--- config.mk ---
export PLATFORM = sky130hd
export DESIGN_NAME = tx_clk_loss_alarm
export DESIGN_NICKNAME = d
export VERILOG_FILES = /design/src/rtl/tx_loss_pkg.sv /design/src/rtl/clk_edge_mon.sv /design/src/rtl/rloop_mask.sv /design/src/rtl/alarm_status.sv /design/src/rtl/tx_clk_loss_alarm.sv
export SDC_FILE = /design/constraint.sdc
export NUM_CORES = 1
export LEC_CHECK = 0
export BUFFER_PORTS_ARGS = -buffer_cell sky130_fd_sc_hd__clkbuf_2
export CAP_MARGIN = 20
export CORE_UTILIZATION = 35
export CTS_CLUSTER_SIZE = 28
export DETAILED_ROUTE_END_ITERATION = 8
export PLACE_DENSITY = 0.58
export SLEW_MARGIN = 20
export SYNTH_ARGS = -nofsm -noshare
export SYNTH_HDL_FRONTEND = slang
export SYNTH_SLANG_ARGS = --single-unit
--- constraint.sdc ---
create_clock -name clk_i -period 1.82 [get_ports clk_i]
set_input_delay 0.182 -clock clk_i [delete_from_list [all_inputs] [get_ports clk_i]]
set_output_delay 0.182 -clock clk_i [all_outputs]
set_load 0.005 [all_outputs]
--- src/rtl/tx_loss_pkg.sv ---
package tx_loss_pkg;
  typedef enum int unsigned {
    SRC_TX  = 0,
    SRC_RX  = 1,
    SRC_JAT = 2,
    SRC_PWC = 3
  } src_e;
  localparam int unsigned NUM_SRC = 4;
endpackage

--- src/rtl/clk_edge_mon.sv ---
module clk_edge_mon #(
  parameter int unsigned TIMEOUT = 1900,
  parameter int unsigned MIN_CYC = 600,
  parameter int unsigned MAX_CYC = 3200
) (
  input  logic clk_i,
  input  logic rst_ni,
  input  logic mon_clk_i,
  input  logic en_i,
  output logic lost_o
);
  localparam int unsigned CW = $clog2(TIMEOUT + 1);
  localparam int unsigned QW = $clog2(MAX_CYC + 1);
  localparam logic [CW-1:0] RELOAD = CW'(TIMEOUT);
  localparam logic [QW-1:0] QMIN = QW'(MIN_CYC);
  localparam logic [QW-1:0] QMAX = QW'(MAX_CYC);

  logic [2:0]    sync_q;
  logic          edge_w;
  logic [CW-1:0] cnt_q;

  assign edge_w = sync_q[2] ^ sync_q[1];

  always_ff @(posedge clk_i or negedge rst_ni) begin
    if (!rst_ni) begin
      sync_q <= '0;
      cnt_q  <= RELOAD;
    end else begin
      sync_q <= {sync_q[1:0], mon_clk_i};
      if (!en_i || edge_w)  cnt_q <= RELOAD;
      else if (cnt_q != '0) cnt_q <= cnt_q - 1'b1;
    end
  end

  assign lost_o = (cnt_q == '0);

  // quiet-time counter used only for checking the timing window
  logic [QW-1:0] quiet_q;
  always_ff @(posedge clk_i or negedge rst_ni) begin
    if (!rst_ni)                quiet_q <= '0;
    else if (!en_i || edge_w)   quiet_q <= '0;
    else if (quiet_q < QMAX)    quiet_q <= quiet_q + 1'b1;
  end

  a_r2_not_early: assert property (@(posedge clk_i) disable iff (!rst_ni)
    lost_o |-> (quiet_q >= QMIN));
  a_r2_not_late: assert property (@(posedge clk_i) disable iff (!rst_ni)
    (en_i && quiet_q >= QMAX) |-> lost_o);
  a_r3_edge_clears: assert property (@(posedge clk_i) disable iff (!rst_ni)
    (en_i && edge_w) |=> !lost_o);
endmodule

--- src/rtl/rloop_mask.sv ---
module rloop_mask #(
  parameter int unsigned MASK_CYC = 32
) (
  input  logic clk_i,
  input  logic rst_ni,
  input  logic rloop_i,
  input  logic mask_en_i,
  output logic hold_o
);
  localparam int unsigned MW = $clog2(MASK_CYC + 1);
  localparam logic [MW-1:0] MLOAD = MW'(MASK_CYC);

  logic          rloop_q;
  logic          chg_w;
  logic [MW-1:0] win_q;

  assign chg_w = rloop_i ^ rloop_q;

  always_ff @(posedge clk_i or negedge rst_ni) begin
    if (!rst_ni) begin
      rloop_q <= 1'b0;
      win_q   <= '0;
    end else begin
      rloop_q <= rloop_i;
      if (chg_w)            win_q <= MLOAD;
      else if (win_q != '0) win_q <= win_q - 1'b1;
    end
  end

  assign hold_o = mask_en_i && (win_q != '0);

  a_r7_mask_opens: assert property (@(posedge clk_i) disable iff (!rst_ni)
    (mask_en_i && chg_w) |=> (!mask_en_i || hold_o));
endmodule

--- src/rtl/alarm_status.sv ---
module alarm_status (
  input  logic clk_i,
  input  logic rst_ni,
  input  logic alarm_i,
  input  logic irq_en_i,
  input  logic rd_i,
  output logic status_o,
  output logic irq_o
);
  logic alarm_q, status_q, irq_q, rise_w;

  assign rise_w = alarm_i & ~alarm_q;

  always_ff @(posedge clk_i or negedge rst_ni) begin
    if (!rst_ni) begin
      alarm_q  <= 1'b0;
      status_q <= 1'b0;
      irq_q    <= 1'b0;
    end else begin
      alarm_q  <= alarm_i;
      // a new event wins over a concurrent read
      status_q <= (status_q & ~rd_i) | rise_w;
      irq_q    <= rise_w & irq_en_i;
    end
  end

  assign status_o = status_q;
  assign irq_o    = irq_q;

  a_r5_set_on_rise: assert property (@(posedge clk_i) disable iff (!rst_ni)
    rise_w |=> status_o);
  a_r5_read_clears: assert property (@(posedge clk_i) disable iff (!rst_ni)
    (rd_i && !rise_w) |=> !status_o);
  a_r8_read_race: assert property (@(posedge clk_i) disable iff (!rst_ni)
    (rd_i && rise_w) |=> status_o);
  a_r6_irq_gated: assert property (@(posedge clk_i) disable iff (!rst_ni)
    !irq_en_i |=> !irq_o);
  a_r6_irq_pulse: assert property (@(posedge clk_i) disable iff (!rst_ni)
    irq_o |=> !irq_o);
endmodule

--- src/rtl/tx_clk_loss_alarm.sv ---
module tx_clk_loss_alarm
  import tx_loss_pkg::*;
#(
  parameter int unsigned REF_MHZ  = 200,
  parameter int unsigned MIN_US   = 3,
  parameter int unsigned MAX_US   = 16,
  parameter int unsigned MASK_CYC = 32
) (
  input  logic clk_i,
  input  logic rst_ni,
  input  logic tx_clk_i,
  input  logic rx_clk_i,
  input  logic jat_clk_i,
  input  logic pwc_clk_i,
  input  logic rloop_i,
  input  logic jat_en_i,
  input  logic mask_en_i,
  input  logic irq_en_i,
  input  logic stat_rd_i,
  output logic alarm_o,
  output logic status_o,
  output logic irq_o,
  output logic line_oe_o
);
  localparam int unsigned MIN_CYC = REF_MHZ * MIN_US;
  localparam int unsigned MAX_CYC = REF_MHZ * MAX_US;
  localparam int unsigned TIMEOUT = (MIN_CYC + MAX_CYC) / 2;

  logic [NUM_SRC-1:0] mon_clk, qual, lost;
  logic               hold;

  always_comb begin
    mon_clk          = '0;
    qual             = '0;
    mon_clk[SRC_TX]  = tx_clk_i;
    mon_clk[SRC_RX]  = rx_clk_i;
    mon_clk[SRC_JAT] = jat_clk_i;
    mon_clk[SRC_PWC] = pwc_clk_i;
    qual[SRC_TX]     = 1'b1;
    qual[SRC_RX]     = rloop_i;
    qual[SRC_JAT]    = jat_en_i;
    qual[SRC_PWC]    = 1'b1;
  end

  rloop_mask #(.MASK_CYC(MASK_CYC)) u_mask (
    .clk_i     (clk_i),
    .rst_ni    (rst_ni),
    .rloop_i   (rloop_i),
    .mask_en_i (mask_en_i),
    .hold_o    (hold)
  );

  for (genvar i = 0; i < NUM_SRC; i++) begin : g_mon
    clk_edge_mon #(
      .TIMEOUT (TIMEOUT),
      .MIN_CYC (MIN_CYC),
      .MAX_CYC (MAX_CYC)
    ) u_mon (
      .clk_i     (clk_i),
      .rst_ni    (rst_ni),
      .mon_clk_i (mon_clk[i]),
      .en_i      (qual[i] & ~hold),
      .lost_o    (lost[i])
    );
  end

  assign alarm_o   = (|(lost & qual)) & ~hold;
  assign line_oe_o = ~alarm_o;

  alarm_status u_stat (
    .clk_i    (clk_i),
    .rst_ni   (rst_ni),
    .alarm_i  (alarm_o),
    .irq_en_i (irq_en_i),
    .rd_i     (stat_rd_i),
    .status_o (status_o),
    .irq_o    (irq_o)
  );

  a_r1_unqualified_quiet: assert property (@(posedge clk_i) disable iff (!rst_ni)
    (!lost[SRC_TX] && !lost[SRC_PWC] && !(rloop_i && lost[SRC_RX])
     && !(jat_en_i && lost[SRC_JAT])) |-> !alarm_o);
endmodule

* After elaboration in Yosys (flattened, before gate mapping)
Cells that the tools add are included.
W data, S select, Z words.
** Word-level totals
- Memories :: 0
- Register bits :: 66
- Memory bits (read-only) :: 0
- Latch bits :: 0
- Bits in writable memories :: 0
- Input port bits :: 11
** Cells by class
- Multipliers :: 0
- Bitwise operators :: 17
- Reduce and logical (&&, ||, !) cells :: 22
- Shift operators :: 0
- Mux-type cells :: 10
- Divide/modulo/power cells :: 0
- $lt $le $gt $ge :: 0
- Eq/ne operators :: 0
- Add/subtract/negate cells :: 5
** Operators with widths (count)
- $mux W11 :: 8
- $logic_not A11 Y1 :: 4
- $reduce_bool A11 Y1 :: 4
- $sub A11 B1 Y11 const B :: 4
- $mux W6 :: 2
- $reduce_bool A2 Y1 :: 5
- $and A1 B1 Y1 :: 6
- $reduce_bool A6 Y1 :: 1
- $sub A6 B1 Y6 const B :: 1
- $xor A1 B1 Y1 :: 5
- $and A4 B4 Y4 :: 1
- $logic_or A1 B1 Y1 :: 4
- $not A1 Y1 :: 4
- $reduce_or A4 Y1 :: 1
- $logic_not A1 Y1 :: 2
- $logic_and A1 B1 Y1 :: 1
- $or A1 B1 Y1 :: 1

* Longest topological paths before layout
- Depth in word-level cells :: 7
- Mapped depth :: 7
- Gate-level depth less buffers :: 6

* Cells and area by module
A second synthesis with hierarchy kept.
** Second synthesis, totals
- Cells, all modules :: 312
- Area total of the unflattened synthesis :: 3219.3 um^2
** Modules (own cells, without submodules)
- clk_edge_mon :: area each 671.9 um^2, cells each 65, instances 4
- rloop_mask :: area each 385.4 um^2, cells each 37, instances 1
- alarm_status :: area each 101.3 um^2, cells each 7, instances 1
- tx_clk_loss_alarm :: area each 45.0 um^2, cells each 8, instances 1

* Worst setup path before layout
No wires, ideal clock.
- Kind :: register to output
- Start :: register g_mon[0].u_mon.cnt_q[0]
- End :: output alarm_o
- Cell stages (with the launch flop) :: 7
- Setup slack :: -0.170 ns
- Arrival :: 1.808 ns
- Data required time :: 1.638 ns
- Cell sequence :: dfrtp_1 -> inv_1 -> ha_1 -> or4b_2 -> nor4_4 -> o41ai_1 -> inv_1
** Between the ends
- Word-level cells in the longest chain between the ends :: 4
** RTL lines
- start: declaration :: RTL line clk_edge_mon.sv:20 : logic [CW-1:0] cnt_q;
- start signal: assignment :: RTL line clk_edge_mon.sv:31 : else if (cnt_q != '0) cnt_q <= cnt_q - 1'b1;
- $logic_not A11 Y1 :: RTL line clk_edge_mon.sv:35 : assign lost_o = (cnt_q == '0);
- $and A4 B4 Y4 :: RTL line tx_clk_loss_alarm.sv:67 : assign alarm_o = (|(lost & qual)) & ~hold;
- $reduce_or A4 Y1 :: RTL line tx_clk_loss_alarm.sv:67
- $and A1 B1 Y1 :: RTL line tx_clk_loss_alarm.sv:67
- end: declaration :: RTL line tx_clk_loss_alarm.sv:20 : output logic alarm_o,
Every way passes these cells.

* Final worst setup path
- Start :: register g_mon[3].u_mon.cnt_q[4]
- End :: output alarm_o
** Between the ends
- Word-level cells in the longest chain between the ends :: 4
** RTL lines (RTL line)
- start: declaration :: clk_edge_mon.sv:20
- start signal: assignment :: clk_edge_mon.sv:31
- $logic_not A11 Y1 :: clk_edge_mon.sv:35
- $and A4 B4 Y4 :: tx_clk_loss_alarm.sv:67
- $reduce_or A4 Y1 :: tx_clk_loss_alarm.sv:67
- $and A1 B1 Y1 :: tx_clk_loss_alarm.sv:67
Every way passes these cells.

==> results by group <==
Timing
  • Fin worst setup slack: -0.3289 ns
  • Actual slew at the worst max-slew pin: approximately 0.64 ns
  • RSZ-0062 raised after global routing: yes
  • Slew headroom: a little under three fifths
  • Fin Clk Skew: 0.009217 ns
  • Tmin final: ~2.1 ns
  • Fin crit share: 118.1%
  • Slew Viols, Final: 0
  • Setup violators final: 24
  • Final hold violation count: 0
  • Fmax achieved: 0.4654 GHz

Clocking
  • CTS tree: yes
  • CTS root buffer: clkbuf_8
  • Clock Latency Late Sink: around 0.35 ns
  • CTS Buf Count: 9
  • H-tree depth: 3
  • Clock transition at the registers of the reported paths: 0.08 ns
  • Total clock sinks: 66
  • CTS Buffer Depth: 2

Synthesis
  • Number of synthesized register bits: between 60 and 70
  • Average size of a mapped cell: 10.85 sq um
  • YS warnings: 0
  • Synth top area share: 28.83%
  • EDFF count, synth: 0
  • Synth unique cells: 54
  • Cell taking the most area after synthesis: dfrtp_1
  • Syn Inst Count: 304
  • Ys flop type: dfrtp_1
  • Post-synth net total: between 300 and 400
  • Async SR Flop Fraction: 100.0%
  • Syn Std Cell Area: ~0.0033 sq mm
  • Seq/Total Area, Yosys: 51.14%
  • Main area contributors after synthesis: dfrtp_1, dfstp_2, xnor2_1, ha_1, nor2_1

Die
  • I/O pin cnt: 15
  • Core Region: 0.009196 sq mm
  • Starting Density: 35.86%
  • Row count: 35
  • Die height: between 90 and 100 um
  • Die Width: slightly below 100 um
  • Die area: approximately 0.01 sq mm

Finish
  • Fin nets: 411
  • Share of cells above drive strength 1: a little under half
  • Register area: 0.001687 sq mm
  • Fin util: 49.66%
  • Area of the multi-input gates: approximately 0.0018 sq mm
  • # fillers: 864
  • N_diodes: 0
  • Non-Filler Instances: just over 500
  • Area Growth Syn to Fin: 38.47%

Detailed routing
  • Final antenna-violating net count: 0
  • Vias: between 2,000 and 3,000
  • Via-per-instance ratio: 5.122
  • Residual DRC count: 0
  • DRT iter0 DRCs: 78
  • DR WL/cell: 14.14 um
  • Routed wire length: 7170 um
  • First-pass DRT Iterations: 4

Placed design
  • RePlAce Congestion: 0.8011
  • DP Wirelength: between 4000 and 5000 um
  • Placed cell count: 477
  • Port Buffers: 14

Power and ir drop
  • Sw Ratio: 28.04%
  • Pwr/cell area: 921.1 mW/mm^2
  • Seq pwr share: between 30% and 40%
  • Sw Pwr: 1.179 mW
  • Leakage: ~1.8 nW
  • Power Total: 4.206 mW
  • P_int: 3.027 mW
  • Worst VDD drop: 0.7346 mV
  • Gate power share: 23.3%
  • Clock share of power: between 30% and 40%

Global route
  • Antenna violations before repair: 0
  • First-pass GRT wire length: 11,900 um
  • Overflow after GRT: 0
  • Largest net degree at the start of global routing: 27
  • Vias in the first global route: 2,574
  • Tot GR Track Use: around 16%

Worst hold path
  • Worst Hold Class: input port to register

Run
  • Total of max-cap violations: 0

Status
  • Status: finished with violations
  • Failing checks: negative setup slack

Worst setup path
  • Worst-path maximum fanout: 3
  • Slowest cell delay on critical path: between 0.5 and 0.6 ns
  • Kind of critical path: register to primary output
  • Top delay family on crit path: simple AND/OR/NAND/NOR gates
  • CP required: 1.64 ns
  • Crit path arrival time: approximately 2.0 ns
  • Crit. End Element: primary output
  • Worst-path cell chain: or4_4 -> nor3_2 -> buf_4 -> o41ai_4 -> inv_1 -> clkbuf_2
  • Critical path startpoint category: register
  • Crit path max-delay cell type: or4_4
  • CP Buf/Inv Count: 3
## power by group through the flow
stage | Sequential (mW) | Combinational [mW] | Clock (mW)
2_1_floorplan | 1.70 | 0.467 | 0
3_3_place_gp | 1.69 | 0.809 | 0
3_5_place_dp | 1.69 | 0.834 | 0
4_1_cts | 1.67 | 0.899 | 1.58
5_1_grt | 1.69 | 1.07 | 1.65
6_report | 1.67 | 0.981 | 1.56
## cells in the mapped netlist, types with 8 or more instances
cell type,n
nand3_1,15
nor3_1,8
nor4_1,8
ha_1,9
dfstp_2,28
nand2_1,20
or4_1,12
xor2_1,10
a21oi_1,10
inv_1,13
o211ai_1,8
nor2_1,25
xnor2_1,14
dfrtp_1,38
## worst register-to-register path: stages, from the launching register on
cell      delay [ns]
dfrtp_1         0.38
inv_1           0.06
ha_2            0.17
or3b_4          0.41
o21ai_4         0.23
buf_4           0.15
buf_6           0.12
and3_4          0.18
buf_4           0.12
o211ai_1        0.10
## per-layer routing
| metal | vias up | global-route usage, % | part of all wire, % |
|---|---|---|---|
| li1 | 1290 | - | - |
| met1 | 1268 | 20.08 | 48 |
| met2 | 29 | 25.77 | 49 |
| met3 | 10 | 3.475 | 2.3 |
| met4 | 0 | 6.109 | 1.6 |
| met5 | - | 0 | 0 |
## stage by stage
| stage | instance area (sq um) | setup TNS [ns] | setup WS [ns] | hold slack, ns |
|---|---|---|---|---|
| 6_report | 4567 | -2.479 | -0.3289 | 0.01583 |
| 5_1_grt | 4567 | -4.791 | -0.4377 | 0.007731 |
| 4_1_cts | 4399 | -1.624 | -0.3823 | 0.008327 |
| 3_5_place_dp | 3961 | -0.6720 | -0.08842 | 0.1899 |
| 3_3_place_gp | 3961 | -0.4131 | -0.06955 | 0.1931 |
| 2_1_floorplan | 3363 | -0.08244 | -0.03777 | -0.1136 |
## state kept, by name, indices dropped and copies added (netlist names)
register and flops:
g_mon.u_mon.cnt_q 44, g_mon.u_mon.sync_q 12, u_mask.win_q 6, u_mask.rloop_q 1, u_stat.alarm_q 1, u_stat.irq_o 1, u_stat.status_o 1
## path summary, 6_finish.rpt
check	start	end	slack, ns	depth (start not counted)
worst max register to register	u_mask.win_q[1]	g_mon[1].u_mon.cnt_q[2]	-0.18	9
min in group asynchronous	rst_ni	g_mon[1].u_mon.cnt_q[0]	0.34	2
worst min-delay path	stat_rd_i	u_stat.status_o	0.02	2
max in group asynchronous	rst_ni	g_mon[0].u_mon.cnt_q[5]	0.87	3
worst min register to register	g_mon[1].u_mon.sync_q[0]	g_mon[1].u_mon.sync_q[1]	0.35	0
worst max-delay path	g_mon[3].u_mon.cnt_q[4]	alarm_o	-0.33	6
## layout make-up
class                           count  area share (%)
Sequential cell                    66           36.93
Clock buffer                        9           2.712
Multi-Input combinational cell    219           39.64
Inverter                           13           1.068
Tap cell                          111           3.041
Clock inverter                      7           2.740
Timing Repair Buffer               82           13.86
## cell usage in the layout (no fill, tap or decap), types with 4 or more instances in the layout
| cell type | instances |
|---|---|
| or4_1 | 8 |
| clkbuf_2 | 12 |
| clkbuf_8 | 9 |
| or3_1 | 5 |
| nor4_2 | 4 |
| o31ai_1 | 5 |
| nand3_1 | 13 |
| dlygate4sd3_1 | 5 |
| nor4_1 | 5 |
| a211oi_2 | 4 |
| nor2_1 | 21 |
| buf_6 | 4 |
| buf_4 | 57 |
| xnor2_1 | 11 |
| ha_1 | 6 |
| o21ai_0 | 4 |
| inv_1 | 10 |
| or4_4 | 5 |
| dfstp_2 | 28 |
| xor2_1 | 10 |
| nand2_1 | 20 |
| a21oi_1 | 8 |
| o211ai_1 | 8 |
| mux2i_1 | 4 |
| nand2b_1 | 6 |
| nor3_1 | 6 |
| nor2_2 | 4 |
| dfrtp_1 | 38 |
## logic make-up after synthesis
group	after synthesis	synth area share [%]
xor gates and xnor gates	24	6.373
AOI/OAI and AO/OA	49	10.93
muxes	4	1.214
DFF	66	51.14
buffers and inverters	19	2.542
and+or+nand+nor	133	24.39
adders and majority gates	9	3.414
## repair_timing
item                       CTS  global route
hold buffers                 5             0
resized for setup           23            32
hold endpoints to repair    15             0
setup endpoints to repair   29            45
pin swaps                    8            10
setup buffers                6             4
Power figures use the tool's default switching activity.
